File: src/rtl/sbk_pkg.sv
package sbk_pkg;
    typedef enum logic [2:0] {
        ST_IDLE,
        ST_WAIT,
        ST_NOTIFY,
        ST_PURGE,
        ST_RESTORE,
        ST_REROUTE
    } rc_state_e;
endpackage

File: src/rtl/sbk_hop_store.sv
module sbk_hop_store #(
    parameter int DEPTH = 4,
    parameter int FW    = 16,
    parameter int SW    = 2
) (
    input  logic          clk,
    input  logic          rst_n,
    input  logic          wr_en,
    input  logic [SW-1:0] wr_slot,
    input  logic [FW-1:0] wr_data,
    input  logic          purge,
    input  logic [SW-1:0] rd_slot,
    output logic          rd_valid,
    output logic [FW-1:0] rd_data
);
    logic [DEPTH-1:0] held_q;
    logic [FW-1:0]    data_q [DEPTH];

    always_ff @(posedge clk) begin
        if (!rst_n)
            held_q <= '0;
        else if (purge)
            held_q <= '0;
        else if (wr_en)
            held_q[wr_slot] <= 1'b1;
    end

    always_ff @(posedge clk) begin
        if (wr_en && !purge)
            data_q[wr_slot] <= wr_data;
    end

    assign rd_valid = held_q[rd_slot];
    assign rd_data  = data_q[rd_slot];


    purge_clear_chk: assert property (@(posedge clk) disable iff (!rst_n)
        purge |=> (held_q == '0));
endmodule

File: src/rtl/sbk_port_pick.sv
module sbk_port_pick #(
    parameter int NPORT = 4,
    parameter int PW    = 2
) (
    input  logic [NPORT-1:0] free_ports,
    input  logic [PW-1:0]    blk_port,
    output logic             ok,
    output logic [PW-1:0]    port
);
    always_comb begin
        ok   = 1'b0;
        port = '0;
        for (int i = NPORT - 1; i >= 0; i--) begin
            if (free_ports[i] && (PW'(i) != blk_port)) begin
                ok   = 1'b1;
                port = PW'(i);
            end
        end
    end
endmodule

File: src/rtl/sbk_ctrl.sv
module sbk_ctrl
    import sbk_pkg::*;
#(
    parameter int NHOPS = 8,
    parameter int DEPTH = 4,
    parameter int TW    = 8,
    parameter int HW    = 3,
    parameter int PW    = 2,
    parameter int SW    = 2
) (
    input  logic             clk,
    input  logic             rst_n,
    input  logic [TW-1:0]    tmo_limit,
    input  logic             alloc_start,
    input  logic [HW-1:0]    alloc_hop,
    input  logic [PW-1:0]    alloc_port,
    input  logic             alloc_grant,
    input  logic             alloc_refuse,
    input  logic             pick_ok,
    output rc_state_e        st,
    output logic [HW-1:0]    rhop_q,
    output logic [PW-1:0]    blk_q,
    output logic [SW-1:0]    rd_idx,
    output logic [NHOPS-1:0] span_vec,
    output logic [NHOPS-1:0] notify_vec,
    output logic [NHOPS-1:0] purge_vec
);
    localparam logic [HW-1:0] BACK = HW'(DEPTH - 1);
    localparam logic [SW-1:0] LAST = SW'(DEPTH - 1);

    rc_state_e     st_d;
    logic [HW-1:0] head_q;
    logic [TW-1:0] timer_q;
    logic          capture;

    assign capture = alloc_start &&
                     ((st == ST_IDLE) ||
                      ((st == ST_WAIT) && !alloc_grant && !alloc_refuse));

    always_comb begin
        st_d = st;
        unique case (st)
            ST_IDLE:    if (alloc_start) st_d = ST_WAIT;
            ST_WAIT: begin
                if (alloc_grant)               st_d = ST_IDLE;
                else if (alloc_refuse)         st_d = ST_NOTIFY;
                else if (alloc_start)          st_d = ST_WAIT;
                else if (timer_q == tmo_limit) st_d = ST_NOTIFY;
            end
            ST_NOTIFY:  st_d = ST_PURGE;
            ST_PURGE:   st_d = ST_RESTORE;
            ST_RESTORE: if (rd_idx == LAST) st_d = ST_REROUTE;
            ST_REROUTE: if (pick_ok) st_d = ST_IDLE;
            default:    st_d = ST_IDLE;
        endcase
    end

    always_ff @(posedge clk) begin
        if (!rst_n) begin
            st      <= ST_IDLE;
            head_q  <= '0;
            rhop_q  <= '0;
            blk_q   <= '0;
            timer_q <= '0;
            rd_idx  <= '0;
        end else begin
            st <= st_d;
            if (capture) begin
                head_q  <= alloc_hop;
                blk_q   <= alloc_port;
                rhop_q  <= (alloc_hop >= BACK) ? (alloc_hop - BACK) : '0;
                timer_q <= '0;
            end else if (st == ST_WAIT) begin
                timer_q <= timer_q + 1'b1;
            end
            if (st == ST_PURGE)
                rd_idx <= '0;
            else if (st == ST_RESTORE)
                rd_idx <= rd_idx + 1'b1;
        end
    end

    always_comb begin
        for (int i = 0; i < NHOPS; i++) begin
            span_vec[i]   = (HW'(i) > rhop_q) && (HW'(i) <= head_q);
            notify_vec[i] = (st == ST_NOTIFY) &&
                            (HW'(i) >= rhop_q) && (HW'(i) < head_q);
        end
        purge_vec = (st == ST_PURGE) ? span_vec : '0;
    end


    purge_after_notify_chk: assert property (@(posedge clk) disable iff (!rst_n)
        (st == ST_PURGE) |-> ($past(st) == ST_NOTIFY));

    purge_count_chk: assert property (@(posedge clk) disable iff (!rst_n)
        $countones(purge_vec) <= DEPTH - 1);

    head_hold_chk: assert property (@(posedge clk) disable iff (!rst_n)
        (st == ST_RESTORE) |=> $stable(head_q) && $stable(blk_q));

    refuse_notify_chk: assert property (@(posedge clk) disable iff (!rst_n)
        (st == ST_WAIT && alloc_refuse && !alloc_grant) |=> (st == ST_NOTIFY));
endmodule

File: src/rtl/sbk_retract_top.sv
module sbk_retract_top
    import sbk_pkg::*;
#(
    parameter int NHOPS = 8,
    parameter int DEPTH = 4,
    parameter int NPORT = 4,
    parameter int FW    = 16,
    parameter int TW    = 8,
    localparam int HW   = (NHOPS > 1) ? $clog2(NHOPS) : 1,
    localparam int PW   = (NPORT > 1) ? $clog2(NPORT) : 1,
    localparam int SW   = (DEPTH > 1) ? $clog2(DEPTH) : 1
) (
    input  logic             clk,
    input  logic             rst_n,
    input  logic [TW-1:0]    tmo_limit,
    input  logic             alloc_start,
    input  logic [HW-1:0]    alloc_hop,
    input  logic [PW-1:0]    alloc_port,
    input  logic             alloc_grant,
    input  logic             alloc_refuse,
    input  logic [NPORT-1:0] free_ports,
    input  logic             cp_we,
    input  logic [HW-1:0]    cp_hop,
    input  logic [SW-1:0]    cp_slot,
    input  logic [FW-1:0]    cp_data,
    output logic [NHOPS-1:0] notify_vec,
    output logic [NHOPS-1:0] purge_vec,
    output logic             rst_valid,
    output logic [FW-1:0]    rst_data,
    output logic [HW-1:0]    rst_hop,
    output logic             reroute_req,
    output logic [PW-1:0]    reroute_port,
    output logic [NHOPS-1:0] credit_ret
);
    rc_state_e        st;
    logic [HW-1:0]    rhop_q;
    logic [PW-1:0]    blk_q;
    logic [SW-1:0]    rd_idx;
    logic [NHOPS-1:0] span_vec;
    logic             pick_ok;
    logic [PW-1:0]    pick_port;
    logic [NHOPS-1:0] hop_v;
    logic [FW-1:0]    hop_d [NHOPS];

    sbk_ctrl #(
        .NHOPS(NHOPS), .DEPTH(DEPTH), .TW(TW), .HW(HW), .PW(PW), .SW(SW)
    ) u_ctrl (
        .clk(clk), .rst_n(rst_n), .tmo_limit(tmo_limit),
        .alloc_start(alloc_start), .alloc_hop(alloc_hop), .alloc_port(alloc_port),
        .alloc_grant(alloc_grant), .alloc_refuse(alloc_refuse), .pick_ok(pick_ok),
        .st(st), .rhop_q(rhop_q), .blk_q(blk_q), .rd_idx(rd_idx),
        .span_vec(span_vec), .notify_vec(notify_vec), .purge_vec(purge_vec)
    );

    sbk_port_pick #(.NPORT(NPORT), .PW(PW)) u_pick (
        .free_ports(free_ports), .blk_port(blk_q), .ok(pick_ok), .port(pick_port)
    );

    for (genvar g = 0; g < NHOPS; g++) begin : g_hop
        sbk_hop_store #(.DEPTH(DEPTH), .FW(FW), .SW(SW)) u_store (
            .clk(clk), .rst_n(rst_n),
            .wr_en(cp_we && (cp_hop == HW'(g))),
            .wr_slot(cp_slot), .wr_data(cp_data),
            .purge(purge_vec[g]),
            .rd_slot(rd_idx),
            .rd_valid(hop_v[g]), .rd_data(hop_d[g])
        );
    end

    always_comb begin
        rst_valid    = (st == ST_RESTORE) && hop_v[rhop_q];
        rst_data     = rst_valid ? hop_d[rhop_q] : '0;
        rst_hop      = (st == ST_RESTORE) ? rhop_q : '0;
        reroute_req  = (st == ST_REROUTE) && pick_ok;
        reroute_port = reroute_req ? pick_port : '0;
        credit_ret   = reroute_req ? span_vec : '0;
    end


    reroute_pick_chk: assert property (@(posedge clk) disable iff (!rst_n)
        reroute_req |-> (reroute_port != blk_q) && free_ports[reroute_port]);

    credit_gate_chk: assert property (@(posedge clk) disable iff (!rst_n)
        (credit_ret != '0) |-> reroute_req);

    restore_window_chk: assert property (@(posedge clk) disable iff (!rst_n)
        rst_valid |-> ($past(st) == ST_PURGE) || ($past(st) == ST_RESTORE));
endmodule

File: config.mk
export PLATFORM = sky130hd
export DESIGN_NAME = sbk_retract_top
export DESIGN_NICKNAME = d
export VERILOG_FILES = /design/src/rtl/sbk_pkg.sv /design/src/rtl/sbk_hop_store.sv /design/src/rtl/sbk_port_pick.sv /design/src/rtl/sbk_ctrl.sv /design/src/rtl/sbk_retract_top.sv
export SDC_FILE = /design/constraint.sdc
export NUM_CORES = 1
export LEC_CHECK = 0
export ABC_AREA = 0
export BUFFER_PORTS_ARGS = -buffer_cell sky130_fd_sc_hd__buf_2
export CORE_ASPECT_RATIO = 2
export CORE_MARGIN = 10
export CORE_UTILIZATION = 55
export CTS_BUF_LIST = sky130_fd_sc_hd__clkbuf_2 sky130_fd_sc_hd__clkbuf_4 sky130_fd_sc_hd__clkbuf_8
export DETAILED_ROUTE_END_ITERATION = 8
export PLACE_DENSITY = 0.8
export SYNTH_ARGS = -nofsm -noshare
export SYNTH_HDL_FRONTEND = slang
export SYNTH_SLANG_ARGS = --single-unit
export TNS_END_PERCENT = 30
File: constraint.sdc
create_clock -name clk -period 3.4 [get_ports clk]
set_clock_uncertainty 0.2 [all_clocks]
set_input_delay 0.68 -clock clk [delete_from_list [all_inputs] [get_ports clk]]
set_output_delay 0.68 -clock clk [all_outputs]
set_load 0.02 [all_outputs]
==> flow_summary_export.csv <==
group,metric,value,unit
status,status,"complete, but fails checks",
status,failed_checks,"negative setup slack",
synth,synth_ff_type,"edfxtp_1",
global_route,grt_remaining_overflow,0,
route,routed_via_density,6.328,
pwr,p_leak,8.514,nW
sta,finalSetupTns,-5019,ps
floorplanning,die_h,306.7,µm
route,drt-wirelength-per-cell,28.77,µm
setup_path,slowest_stage,"mux4_2",
synth,postSynthCellCount,1171,
pwr,power_density,497.3,mW/mm²
route,route.met2.wl,31.03,mm
final_layout,multiInputGateArea,0.006081,mm²
floorplanning,initial_utilization,55.31,%
setup_path,crit_path_max_incr_delay,500,ps
global_route,grt_pass1_wl,82.01,mm
hold_path,min_path_cells,3,
hold_path,min_to,"u_ctrl.blk_q[1]$_SDFFE_PN0P_",
sta,max_freq,265.4,MHz
synth,avgSynthCellArea,19.30,µm²
global_route,grt_max_degree,42,
cts,cts_made_buffers,73,
setup_path,critical_path_arrival,2890,ps
setup_path,cpMostUsedCell,"buf_6",
synth,synth-async-reset-ratio,0,%
cts,htreeDepth,3,
setup_path,required,2520,ps
sta,worst_slack,-368.1,ps
setup_path,regToRegEndpoint,"g_hop[1].u_store.data_q[3][0]$_DFFE_PP_",
flow_run,drv_cap,0,
setup_path,r2r-start,"u_ctrl.head_q[2]$_SDFFE_PN0P_",
route,finalWirelength,56.28,mm
final_layout,nFillCells,2528,
global_route,grt_pass1_vias,13070,
final_layout,final_common_cell,"edfxtp_1",
route,antenna_left,0,
sta,finalHoldViolCount,0,
final_layout,utilization,64.61,%
cts,cts_hold_buf,0,
setup_path,end_kind,"output port",
cts,insertion_delay,630,ps
cts,root_buffer,"clkbuf_8",
final_layout,area.sequential,0.01649,mm²
sta,max_slew_margin,39.06,%
hold_path,hp-start,"alloc_port[1]",
sta,worstMarginPinSlew,906.3,ps
route,drt_iter0_drc,1488,
cts,clk_pin_slew,70,ps
cts,ctsLongestPathBuffers,3,
setup_path,cp_cell_sequence,"buf_12 -> clkbuf_16 -> mux4_2 -> mux2i_1 -> o22ai_2 -> a221oi_4 -> buf_6 -> nor2_4 -> buf_6",
floorplanning,core-area,0.04086,mm²
route,wl_met3,4.036,mm
final_layout,area_growth_syn_to_layout,16.81,%
route,highest_layer,"met4",
synth,synth_edf_count,512,
route,firstDrtPassIters,5,
route,drc,0,
cts,cts_tree,"built",
place,port_buffers,87,
route,wl_met1,18.22,mm
final_layout,drive_gt1_share,38.24,%
setup_path,start_kind,"register",
synth,ys_ff_latch,567,
sta,period_minus_slack,3768,ps
synth,yosys.cell_types.count,59,
setup_path,r2r_cells,4,
place,gp_congestion,0.8524,
global_route,grtUsageTotal,22.13,%
sta,finalCritPeriodShare,110.8,%
setup_path,path_class,"reg2out",
floorplanning,ioPinCount,91,
final_layout,layout_common_cells,"edfxtp_1, mux4_2, nor2_1, buf_2, clkbuf_8",
floorplanning,dieArea,0.05009,mm²
synth,ys_seq_area_share,72.91,%
synth,yosysWarnings,0,
setup_path,path_max_fanout,6,
floorplanning,fp.dieW,163.3,µm
sta,setup_viol,17,
route,via_count,12380,
pwr,irDropWorstVdd,0.5441,mV
sta,timing.hold.ws,124.6,ps
global_route,antenna_found_initial,1,
final_layout,final_nets,1411,
setup_path,cp_top_family,"multiplexers",
setup_path,r2r_slack,800,ps
synth,netlist_area,0.02260,mm²
floorplanning,placementRows,105,
cts,cts.sinks,567,
sta,finalMaxSlewViolations,0,
place,dp_hpwl,34.39,mm
sta,rsz0062_at_grt,"yes",
setup_path,worst-path-buf-inv,4,
hold_path,holdCritPathClass,"in2reg",
## cells by family (layout without fill, tap and decap cells)
logic type / count (synthesis) / count (layout) / synth area share [%]
buffers and inverters: 77 / 324 / 2.215
DFF: 567 / 567 / 72.91
other: 1 / 4 / 0.01659
and+or+nand+nor: 193 / 193 / 4.014
muxes: 210 / 210 / 17.01
adders and majority gates: 4 / 4 / 0.2215
xor gates and xnor gates: 16 / 16 / 0.6201
AOI/OAI and AO/OA: 103 / 103 / 2.990
## synthesized netlist by cell type, drive strengths merged, types with 2 or more instances
master | n | area (µm²)
inv | 5 | 18.77
a31oi | 2 | 12.51
nor2b | 14 | 90.09
o21ai | 17 | 85.08
or2 | 2 | 12.52
nand2 | 14 | 52.55
nand2b | 13 | 81.33
a221oi | 16 | 158.9
dfxtp | 55 | 1101
o22ai | 16 | 100.1
nand3b | 2 | 15.01
ha | 4 | 50.05
mux2i | 41 | 410.4
buf | 47 | 347.8
nor2 | 122 | 489.2
nand3 | 4 | 20.02
o21a | 4 | 30.03
mux4 | 136 | 3063
bufbuf | 2 | 37.54
a32o | 2 | 20.02
nor3 | 6 | 30.03
mux2 | 33 | 371.6
and3 | 2 | 12.51
nand4 | 5 | 37.53
a211o | 3 | 26.28
clkbuf | 23 | 96.34
and2 | 4 | 25.03
nor3b | 2 | 20.02
a21oi | 35 | 175.2
xor2 | 13 | 113.9
xnor2 | 3 | 26.28
edfxtp | 512 | 15370
## tightest hold or removal path: cells and delay by family
kind,cells,cell delay (ps)
mux,1,60
simple gates,1,100
buf+inv,1,70
## flip-flops by register name, summed over array words and instances (netlist names), named ones only
signal                count
u_ctrl.rhop_q             3
u_ctrl.rd_idx             2
g_hop.u_store.held_q     32
u_ctrl.timer_q            8
u_ctrl.head_q             3
g_hop.u_store.data_q    512
u_ctrl.st                 3
u_ctrl.blk_q              2
## per-stage QoR
stage               cell area, µm²  power, W  instances  worst slack (ps)
finish                       26400   0.01313       1956            -368.1
global route                 26400   0.01349       1956            -451.6
CTS                          26050   0.01312       1943            -384.2
detailed placement           23930  0.008364       1792            -66.93
global placement             23930  0.008337       1792            -36.72
floorplan                    22610  0.008105       1173             580.9
## routing by layer
layer	global-route usage, %	vias to the layer above
li1	-	5114
met1	24.29	6379
met2	39.52	726
met3	3.547	158
met4	12.42	0
met5	0	-
## what timing repair did
| item | CTS | global route |
|---|---|---|
| gates cloned | 6 | 4 |
| buffers inserted | 13 | 10 |
| setup endpoints to repair | 25 | 25 |
| pin swaps | 15 | 17 |
| gates resized for setup | 84 | 39 |
## cell type report
cell class / instances / share of cell area [%]
Antenna cell: 1 / 0.009480
Clock buffer: 96 / 4.508
Clock inverter: 36 / 0.7726
Inverter: 5 / 0.07110
Multi-Input combinational cell: 529 / 23.04
Sequential cell: 567 / 62.47
Tap cell: 535 / 2.536
Timing Repair Buffer: 187 / 6.598
## worst max path at each step
stage,end,slack (ps),cells after the start
final,rst_data[0],-370,9
after floorplan,rst_data[10],580,6
after detailed placement,rst_data[8],-70,6
after global placement,rst_data[8],-40,6
after global routing,rst_data[13],-450,9
after CTS,rst_data[5],-380,10
## power breakdown
group / internal (W) / switching (W) / leakage [nW] / total (W)
Combinational: 0.000220 / 0.000388 / 2.71 / 0.000608
Sequential: 0.00765 / 0.0000456 / 5.06 / 0.00770
Clock: 0.00238 / 0.00244 / 0.740 / 0.00482
Power figures use the tool's default switching activity.
